`config.mk`:
```
export PLATFORM = sky130hd
export DESIGN_NAME = prog_check_entry
export DESIGN_NICKNAME = d
export VERILOG_FILES = /design/src/rtl/prog_check_pkg.sv /design/src/rtl/opclass_priv_check.sv /design/src/rtl/trap_arbiter.sv /design/src/rtl/trap_state_regs.sv /design/src/rtl/prog_check_entry.sv
export SDC_FILE = /design/constraint.sdc
export NUM_CORES = 1
export LEC_CHECK = 0
export ABC_AREA = 1
export BUFFER_PORTS_ARGS = -buffer_cell sky130_fd_sc_hd__buf_4
export CAP_MARGIN = 20
export CORE_AREA = 2 2 153 155
export CTS_CLUSTER_DIAMETER = 200
export DETAILED_ROUTE_END_ITERATION = 10
export DIE_AREA = 0 0 155 157
export GPL_TIMING_DRIVEN = 0
export PLACE_DENSITY = 0.7
export SETUP_SLACK_MARGIN = 0.3
export SLEW_MARGIN = 25
export SYNTH_ARGS = -nofsm -noshare
export SYNTH_HDL_FRONTEND = slang
export SYNTH_HIERARCHICAL = 1
export SYNTH_SLANG_ARGS = --single-unit
```
`constraint.sdc`:
```
create_clock -name clk -period 3.55 [get_ports clk]
set_input_delay 0.1775 -clock clk [delete_from_list [all_inputs] [get_ports clk]]
set_output_delay 0.1775 -clock clk [all_outputs]
set_load 0.05 [all_outputs]
```
`src/rtl/prog_check_pkg.sv`:
```
package prog_check_pkg;

    localparam int XLEN = 64;

    // MSR bit positions, bit 0 = least significant
    localparam int MSR_LE  = 0;
    localparam int MSR_RI  = 1;
    localparam int MSR_PMM = 2;
    localparam int MSR_DR  = 4;
    localparam int MSR_IR  = 5;
    localparam int MSR_RSV = 6;
    localparam int MSR_FE1 = 8;
    localparam int MSR_TE1 = 9;
    localparam int MSR_TE0 = 10;
    localparam int MSR_FE0 = 11;
    localparam int MSR_FP  = 13;
    localparam int MSR_PR  = 14;
    localparam int MSR_EE  = 15;
    localparam int MSR_VSX = 23;
    localparam int MSR_VEC = 25;
    localparam int MSR_TM  = 32;
    localparam int MSR_SF  = 63;

    // cause bits placed only in the saved MSR copy
    localparam int SAVE_PRIV_BIT = 18;
    localparam int SAVE_ILL_BIT  = 19;

    typedef enum logic [2:0] {
        OPC_PLAIN    = 3'd0,
        OPC_READ_MSR = 3'd1,
        OPC_WRITE_MSR= 3'd2,
        OPC_ATTN     = 3'd3,
        OPC_RET_INT  = 3'd4,
        OPC_READ_SPR = 3'd5,
        OPC_WRITE_SPR= 3'd6,
        OPC_SPARE    = 3'd7
    } op_class_e;

    typedef enum logic [1:0] {
        CAUSE_NONE    = 2'd0,
        CAUSE_PRIV    = 2'd1,
        CAUSE_ILLEGAL = 2'd2
    } trap_cause_e;

    typedef struct packed {
        logic        fire;
        trap_cause_e cause;
    } trap_req_t;

    typedef struct packed {
        logic [XLEN-1:0] pc;
        logic [XLEN-1:0] msr;
    } save_pair_t;

    function automatic logic [XLEN-1:0] entry_clear_mask();
        logic [XLEN-1:0] m;
        m = '0;
        m[MSR_RI]  = 1'b1;
        m[MSR_PMM] = 1'b1;
        m[MSR_DR]  = 1'b1;
        m[MSR_IR]  = 1'b1;
        m[MSR_RSV] = 1'b1;
        m[MSR_FE1] = 1'b1;
        m[MSR_TE1] = 1'b1;
        m[MSR_TE0] = 1'b1;
        m[MSR_FE0] = 1'b1;
        m[MSR_FP]  = 1'b1;
        m[MSR_PR]  = 1'b1;
        m[MSR_EE]  = 1'b1;
        m[MSR_VSX] = 1'b1;
        m[MSR_VEC] = 1'b1;
        m[MSR_TM]  = 1'b1;
        return m;
    endfunction

    function automatic logic [XLEN-1:0] entry_set_mask();
        logic [XLEN-1:0] m;
        m = '0;
        m[MSR_SF] = 1'b1;
        m[MSR_LE] = 1'b1;
        return m;
    endfunction

    function automatic logic [XLEN-1:0] msr_entry_image(input logic [XLEN-1:0] msr);
        return (msr & ~entry_clear_mask()) | entry_set_mask();
    endfunction

    function automatic logic [XLEN-1:0] save_msr_image(input logic [XLEN-1:0] msr,
                                                       input trap_cause_e cause);
        logic [XLEN-1:0] v;
        v = msr;
        v[SAVE_PRIV_BIT] = (cause == CAUSE_PRIV);
        v[SAVE_ILL_BIT]  = (cause == CAUSE_ILLEGAL);
        return v;
    endfunction

endpackage

```
`src/rtl/opclass_priv_check.sv`:
```
module opclass_priv_check
    import prog_check_pkg::*;
(
    input  op_class_e cls,
    input  logic      spr_hi,
    output logic      is_priv
);
    always_comb begin
        unique case (cls)
            OPC_READ_MSR, OPC_WRITE_MSR, OPC_ATTN, OPC_RET_INT: is_priv = 1'b1;
            OPC_READ_SPR, OPC_WRITE_SPR:                         is_priv = spr_hi;
            default:                                             is_priv = 1'b0;
        endcase
    end
endmodule

```
`src/rtl/trap_arbiter.sv`:
```
module trap_arbiter
    import prog_check_pkg::*;
(
    input  logic      valid,
    input  logic      is_priv,
    input  logic      problem_state,
    input  logic      illegal,
    output trap_req_t req
);
    logic priv_hit;
    assign priv_hit = is_priv & problem_state;

    always_comb begin
        req.fire  = 1'b0;
        req.cause = CAUSE_NONE;
        if (valid) begin
            if (priv_hit) begin
                req.fire  = 1'b1;
                req.cause = CAUSE_PRIV;
            end else if (illegal) begin
                req.fire  = 1'b1;
                req.cause = CAUSE_ILLEGAL;
            end
        end
    end
endmodule

```
`src/rtl/trap_state_regs.sv`:
```
module trap_state_regs
    import prog_check_pkg::*;
#(
    parameter logic [XLEN-1:0] TRAP_VECTOR = 64'h700,
    parameter int unsigned     INSN_BYTES  = 4
) (
    input  logic            clk,
    input  logic            rst,
    input  logic            valid,
    input  trap_req_t       req,
    input  logic [XLEN-1:0] cia,
    input  logic [XLEN-1:0] msr_in,
    output logic            trap_pulse,
    output logic            pc_upd,
    output logic [XLEN-1:0] npc,
    output logic            msr_wr,
    output logic [XLEN-1:0] msr_img,
    output save_pair_t      saved
);
    localparam logic [XLEN-1:0] STEP = XLEN'(INSN_BYTES);

    always_ff @(posedge clk) begin
        if (rst) begin
            trap_pulse <= 1'b0;
            pc_upd     <= 1'b0;
            npc        <= '0;
            msr_wr     <= 1'b0;
            msr_img    <= '0;
            saved      <= '0;
        end else begin
            trap_pulse <= req.fire;
            msr_wr     <= req.fire;
            pc_upd     <= valid;
            if (valid) begin
                npc <= req.fire ? TRAP_VECTOR : cia + STEP;
            end
            if (req.fire) begin
                msr_img   <= msr_entry_image(msr_in);
                saved.pc  <= cia;
                saved.msr <= save_msr_image(msr_in, req.cause);
            end
        end
    end
endmodule

```
`src/rtl/prog_check_entry.sv`:
```
module prog_check_entry
    import prog_check_pkg::*;
#(
    parameter logic [63:0] TRAP_VECTOR = 64'h700,
    parameter int unsigned INSN_BYTES  = 4
) (
    input  logic        clk,
    input  logic        rst,
    input  logic        issue_valid,
    input  logic [63:0] issue_cia,
    input  logic [2:0]  issue_class,
    input  logic        issue_spr_hi,
    input  logic        issue_illegal,
    input  logic [63:0] cur_msr,
    input  logic        wb_req,
    output logic        wb_commit,
    output logic        trap_taken,
    output logic        pc_update,
    output logic [63:0] next_pc,
    output logic        msr_we,
    output logic [63:0] msr_new,
    output logic [63:0] save_pc,
    output logic [63:0] save_msr
);
    logic       is_priv;
    trap_req_t  req;
    save_pair_t saved;

    opclass_priv_check u_cls (
        .cls     (op_class_e'(issue_class)),
        .spr_hi  (issue_spr_hi),
        .is_priv (is_priv)
    );

    trap_arbiter u_arb (
        .valid         (issue_valid),
        .is_priv       (is_priv),
        .problem_state (cur_msr[MSR_PR]),
        .illegal       (issue_illegal),
        .req           (req)
    );

    trap_state_regs #(
        .TRAP_VECTOR (TRAP_VECTOR),
        .INSN_BYTES  (INSN_BYTES)
    ) u_regs (
        .clk        (clk),
        .rst        (rst),
        .valid      (issue_valid),
        .req        (req),
        .cia        (issue_cia),
        .msr_in     (cur_msr),
        .trap_pulse (trap_taken),
        .pc_upd     (pc_update),
        .npc        (next_pc),
        .msr_wr     (msr_we),
        .msr_img    (msr_new),
        .saved      (saved)
    );

    assign wb_commit = issue_valid & wb_req & ~req.fire;
    assign save_pc   = saved.pc;
    assign save_msr  = saved.msr;
endmodule

```
* Word-level counts from Yosys, hierarchy flattened
Cells that the tools add are included.
Cells by class: $add $sub $neg 1, eq/ne operators 8, multiplexer cells 5, bitwise operators 4, reductions and logical operators 2
Operator list (number):
- 64-bit by 3-bit adder with 64-bit output, second input constant | 1
- 64-bit 2-to-1 mux | 1
- 3-bit == test, second input constant | 3
- 3-bit 2-to-1 mux | 3
- 3-bit by 2-bit == test with 1-bit output, second input constant | 2
- 4-bit OR reduction | 1
- 1-bit AND | 3
- 3-bit by 1-bit == test with 1-bit output, second input constant | 1
- 2-bit by 1-bit == test with 1-bit output, second input constant | 1
- 2-bit == test, second input constant | 1
- 1-bit one-hot mux with 2 select lines | 1
- 2-bit OR reduction | 1
- 1-bit inverter | 1
Storage, ports and cells: register bits 243, input bits 137, output and inout port bits 260, logic and storage cells 26

* Depth between registers and ports, before layout
depth in word-level cells 8, gate-level depth with buffers 12, mapped depth without buffers 11

* By module
The synthesis kept the hierarchy.
Modules (own cells, without submodules):
- trap_state_regs | times used 1, cells an instance 1329, area each 9037.4 sq um, sequential area each 3943.8 sq um
- opclass_priv_check | times used 1, cells an instance 10, area each 42.5 sq um, sequential area each 0.0 sq um
- trap_arbiter | times used 1, cells an instance 7, area each 27.5 sq um, sequential area each 0.0 sq um
- prog_check_entry | times used 1, cells an instance 2, area each 10.0 sq um, sequential area each 0.0 sq um

* Least setup slack after synthesis
Ideal clock, no wire load.
kind input-to-reg, start point input issue_class[0], end point register u_regs/saved[100] (netlist name), setup time 0.132 ns, arrival 1.519 ns, data required time 3.418 ns, slack 1.898 ns, cell stages on the path 9, buffers on the path 3, cells stage by stage nor2_1 > nor2_1 > a21oi_2 > nand3_1 > nand2_1 > buf_2 > clkbuf_1 > clkbuf_1 > a21oi_1
RTL lines:
- start: declaration | line prog_check_entry.sv:11 | input logic [2:0] issue_class,

==> summary.txt <==
run status - completed
most repeated cell in the gate-level netlist after synthesis - sky130_fd_sc_hd__nor2_1
combinational group share of total power - 0.303
Net count, final - 1967
Routed WL per cell - 18.2 um
final critical-path required period - 2.75 ns
IO Count - 397
DRC - 0
horizontal extent of the die - 155 um
biggest area contributors in the synthesized netlist - sky130_fd_sc_hd__dfxtp_1, sky130_fd_sc_hd__nor2_1, sky130_fd_sc_hd__nand2_1, sky130_fd_sc_hd__o21ai_0, sky130_fd_sc_hd__a21oi_1
router iterations before antenna repair - 5
worst clock skew on the final layout - 0 ns
critical path startpoint category - input pin
DIE HEIGHT - 157 um
final std cell area, no fill - 13700 um2
unrepaired setup endpoints after global routing - false
Mapped Cells - 1348
worst hold-check path type - input pin to register
combinational family with the most area after synthesis - simple AND/OR/NAND/NOR gates
area used by multi-input combinational logic - 4150 um2
worst vdd rail ir drop - 279 uV
Max Slew Vio Count - 0
Worst path max stage delay - 0.64 ns
leading register cell type out of synthesis - sky130_fd_sc_hd__dfxtp_1
power per cell area - 473 nW/um2
startpoint of the worst-slack reg-to-reg timing path - u_regs/saved[44]
final-report hold violation count - 0
violation count after the first detailed-routing iteration - 800
Core Footprint - 22500 um2
Slew headroom - 0.424
ratio of final minimum period to clock period - 0.775
area share of and/or/nand/nor cells after synthesis - 0.269
CP Capture Type - register
crit path max fanout - 10
number of setup violations in the final report - 0
synth-to-layout area growth - 49.9%
Internal - 4.08 mW
Post-Route WL - 38700 um
Ys Warns - 6
number of distinct library cells after synthesis - 27
gr ovfl total - 0
maximum clock frequency - 363 MHz
count of input and output buffers - 381
cell-by-cell trace of the critical path - dlygate4sd3_1, buf_4, nand3_1, nand2_1, buf_2, clkbuf_1, clkbuf_1, a21oi_1
launching element of the worst setup path - cur_msr[14]
weighted congestion at the end of routability-driven global placement - 1.01
count of flip-flops with a built-in enable after synthesis - 0
critical path's slowest cell - sky130_fd_sc_hd__clkbuf_1
pin count of the biggest net entering global routing - 19
total clock sinks - 197
Worst-path clk slew - 0.07 ns
number of standard-cell rows in the floorplan - 55
share of cell area taken by muxes after synthesis - 0
via count of the first global-routing pass - 9950
Clk Latency, worst-skew pair - 0.42 ns
non-filler instance count after layout - 2127
vias per std cell - 4.96
NetSw - 2.39 mW
sequential fraction of the synthesis area - 0.433
area used by sequential logic in the layout - 3940 um2
library cell appearing most often on the critical path - sky130_fd_sc_hd__clkbuf_1
number of H-tree levels - 4
count of antenna diodes in the layout - 0
arrival time of the worst setup path - 3.05 ns
layout cell share with drive strength beyond 1 - 0.280
data required time of the worst path - 3.84 ns
initial core utilization - 0.405
proportion of power drawn by the clock network - 0.313
share of async-settable or async-resettable flops after synthesis - 0
Die Area - 24300 um2
Area after DPL - 12400 um2
power after layout - 6.47 mW
number of buffers created by CTS - 17
final HPWL from detailed placement - 30300 um
library cell occupying the most area in the post-synthesis netlist - sky130_fd_sc_hd__dfxtp_1
GRT Resource Usage Total - 0.304
commonest cells in the synthesized netlist - sky130_fd_sc_hd__nor2_1, sky130_fd_sc_hd__nand2_1, sky130_fd_sc_hd__dfxtp_1
cell at the root of the clock tree - sky130_fd_sc_hd__clkbuf_16
post-route setup TNS - 0 ns
first-pass GRT wire length - 56400 um
hold_sp - issue_cia[3]
Max Root-Sink Buffers - 2
Post-Synthesis Cell Area - 9120 um2
clock tree from TritonCTS - done
DP Cell Count - 2028
proportion of netlist area held by the largest area contributor - 0.433
Post-Synth XOR/XNOR Area - 0
DRT antenna net count - 0
FILL cells - 2125
total via count in the routed design - 10500
number of max-cap violations - 0
type of the worst setup path - input pin to register
slew at the pin closest to its max-slew limit - 0.864 ns
Post-Synthesis Mean Instance Area - 6.76 um2
post-CTS setup buffer count - 0
share of the synthesized area in compound gates (AO/OA/AOI/OAI) - 0.178
leakage component of the power - 6.55 nW
proportion of power drawn by flip-flops and latches - 0.384
antenna violations before repair - 0
share of total power consumed by net switching - 0.369
adder-cell share of the synthesized area - 0.00137
Synth Register Bits - 197
## power groups by stage
stage | logic, mW | registers (mW) | clock network [mW]
2_1_floorplan | 0.632 | 3.10 | 0
3_3_place_gp | 1.87 | 2.53 | 0
3_5_place_dp | 1.88 | 2.53 | 0
4_1_cts | 1.95 | 2.48 | 2.05
5_1_grt | 2.05 | 2.51 | 2.15
6_report | 1.96 | 2.49 | 2.02
## area by class of cell
type	instances	share of cell area
repair buffers	448	0.258
clock inverters	13	0.0120
plain buffers	123	0.0514
multi-input cells	942	0.304
flip-flops and latches	197	0.289
clock buffers	19	0.0324
well taps	285	0.0261
inverters	100	0.0275
## metrics by stage
step           setup slack (ns)   util  hold WS, ns
3_3_place_gp              0.622  0.550        0.399
3_5_place_dp              0.608  0.550        0.407
2_1_floorplan              1.90      -        0.312
5_1_grt                   0.696  0.607       0.0144
6_report                  0.797  0.607       0.0244
4_1_cts                   0.868  0.607      0.00871
## final timing paths
kind / to / slack (ns) / cells past startpoint
hold reg to reg: u_regs/npc[62] / 0.47 / 2
setup reg to reg: u_regs/saved[44] / 2.83 / 2
setup / recovery: u_regs/saved[75] / 0.80 / 8
hold / removal: u_regs/saved[67] / 0.02 / 3
## registers in the layout (all words and copies together) (netlist names)
| name | count |
|---|---|
| u_regs/msr_img | 3 |
| u_regs/msr_wr | 1 |
| u_regs/npc | 64 |
| u_regs/pc_upd | 1 |
| u_regs/saved | 128 |
## layout by cell type (no fill, tap or decap)
cell	synthesis	layout
sky130_fd_sc_hd__clkbuf_16	0	17
sky130_fd_sc_hd__nand4_1	4	4
sky130_fd_sc_hd__nand2_4	2	2
sky130_fd_sc_hd__nand2_2	10	10
sky130_fd_sc_hd__nor2_2	12	12
sky130_fd_sc_hd__dfxtp_1	197	197
sky130_fd_sc_hd__dlygate4sd3_1	0	67
sky130_fd_sc_hd__inv_8	0	3
sky130_fd_sc_hd__buf_2	6	6
sky130_fd_sc_hd__clkinv_2	0	1
sky130_fd_sc_hd__nor2_8	1	1
sky130_fd_sc_hd__or2_2	1	1
sky130_fd_sc_hd__nand3_1	58	58
sky130_fd_sc_hd__o21ai_1	21	21
sky130_fd_sc_hd__a21oi_2	1	1
sky130_fd_sc_hd__clkinv_8	0	1
sky130_fd_sc_hd__a31oi_1	3	3
sky130_fd_sc_hd__nand2_1	254	254
sky130_fd_sc_hd__o21ai_0	153	153
sky130_fd_sc_hd__inv_6	0	2
sky130_fd_sc_hd__conb_1	1	15
sky130_fd_sc_hd__a21oi_1	142	142
sky130_fd_sc_hd__clkbuf_8	0	1
sky130_fd_sc_hd__clkbuf_1	52	53
sky130_fd_sc_hd__nor2_4	2	2
sky130_fd_sc_hd__clkinvlp_4	0	3
sky130_fd_sc_hd__nor2_1	259	259
sky130_fd_sc_hd__ha_1	1	1
sky130_fd_sc_hd__o211ai_1	1	1
sky130_fd_sc_hd__o41ai_1	1	1
sky130_fd_sc_hd__bufinv_16	0	2
sky130_fd_sc_hd__inv_2	6	6
sky130_fd_sc_hd__buf_1	3	3
sky130_fd_sc_hd__inv_1	94	94
sky130_fd_sc_hd__clkinv_4	0	1
sky130_fd_sc_hd__buf_4	62	443
sky130_fd_sc_hd__nor3_1	1	1
## worst max-delay path: cells and delay by family
family | cells | cell delay [ns]
buf+inv | 5 | 2.15
simple gates | 2 | 0.57
compound gates | 1 | 0.13
## layer usage
metal	routed length (um)	GRT usage	vias to the layer above
met2	19300	0.554	485
met4	1730	0.138	0
met1	14600	0.336	4756
li1	-	-	5228
met3	3060	0.0735	78
met5	0	0	-
## cells by family after synthesis
group / count (synthesis)
flops: 197
simple gates: 604
buf+inv: 223
fa+ha+maj: 1
compound gates: 322
other cells: 1
## what timing repair did
item,CTS,global route
endpoints found under the hold margin,68,0
resized for setup,0,0
hold buffers,67,0
Power figures use the tool's default switching activity.
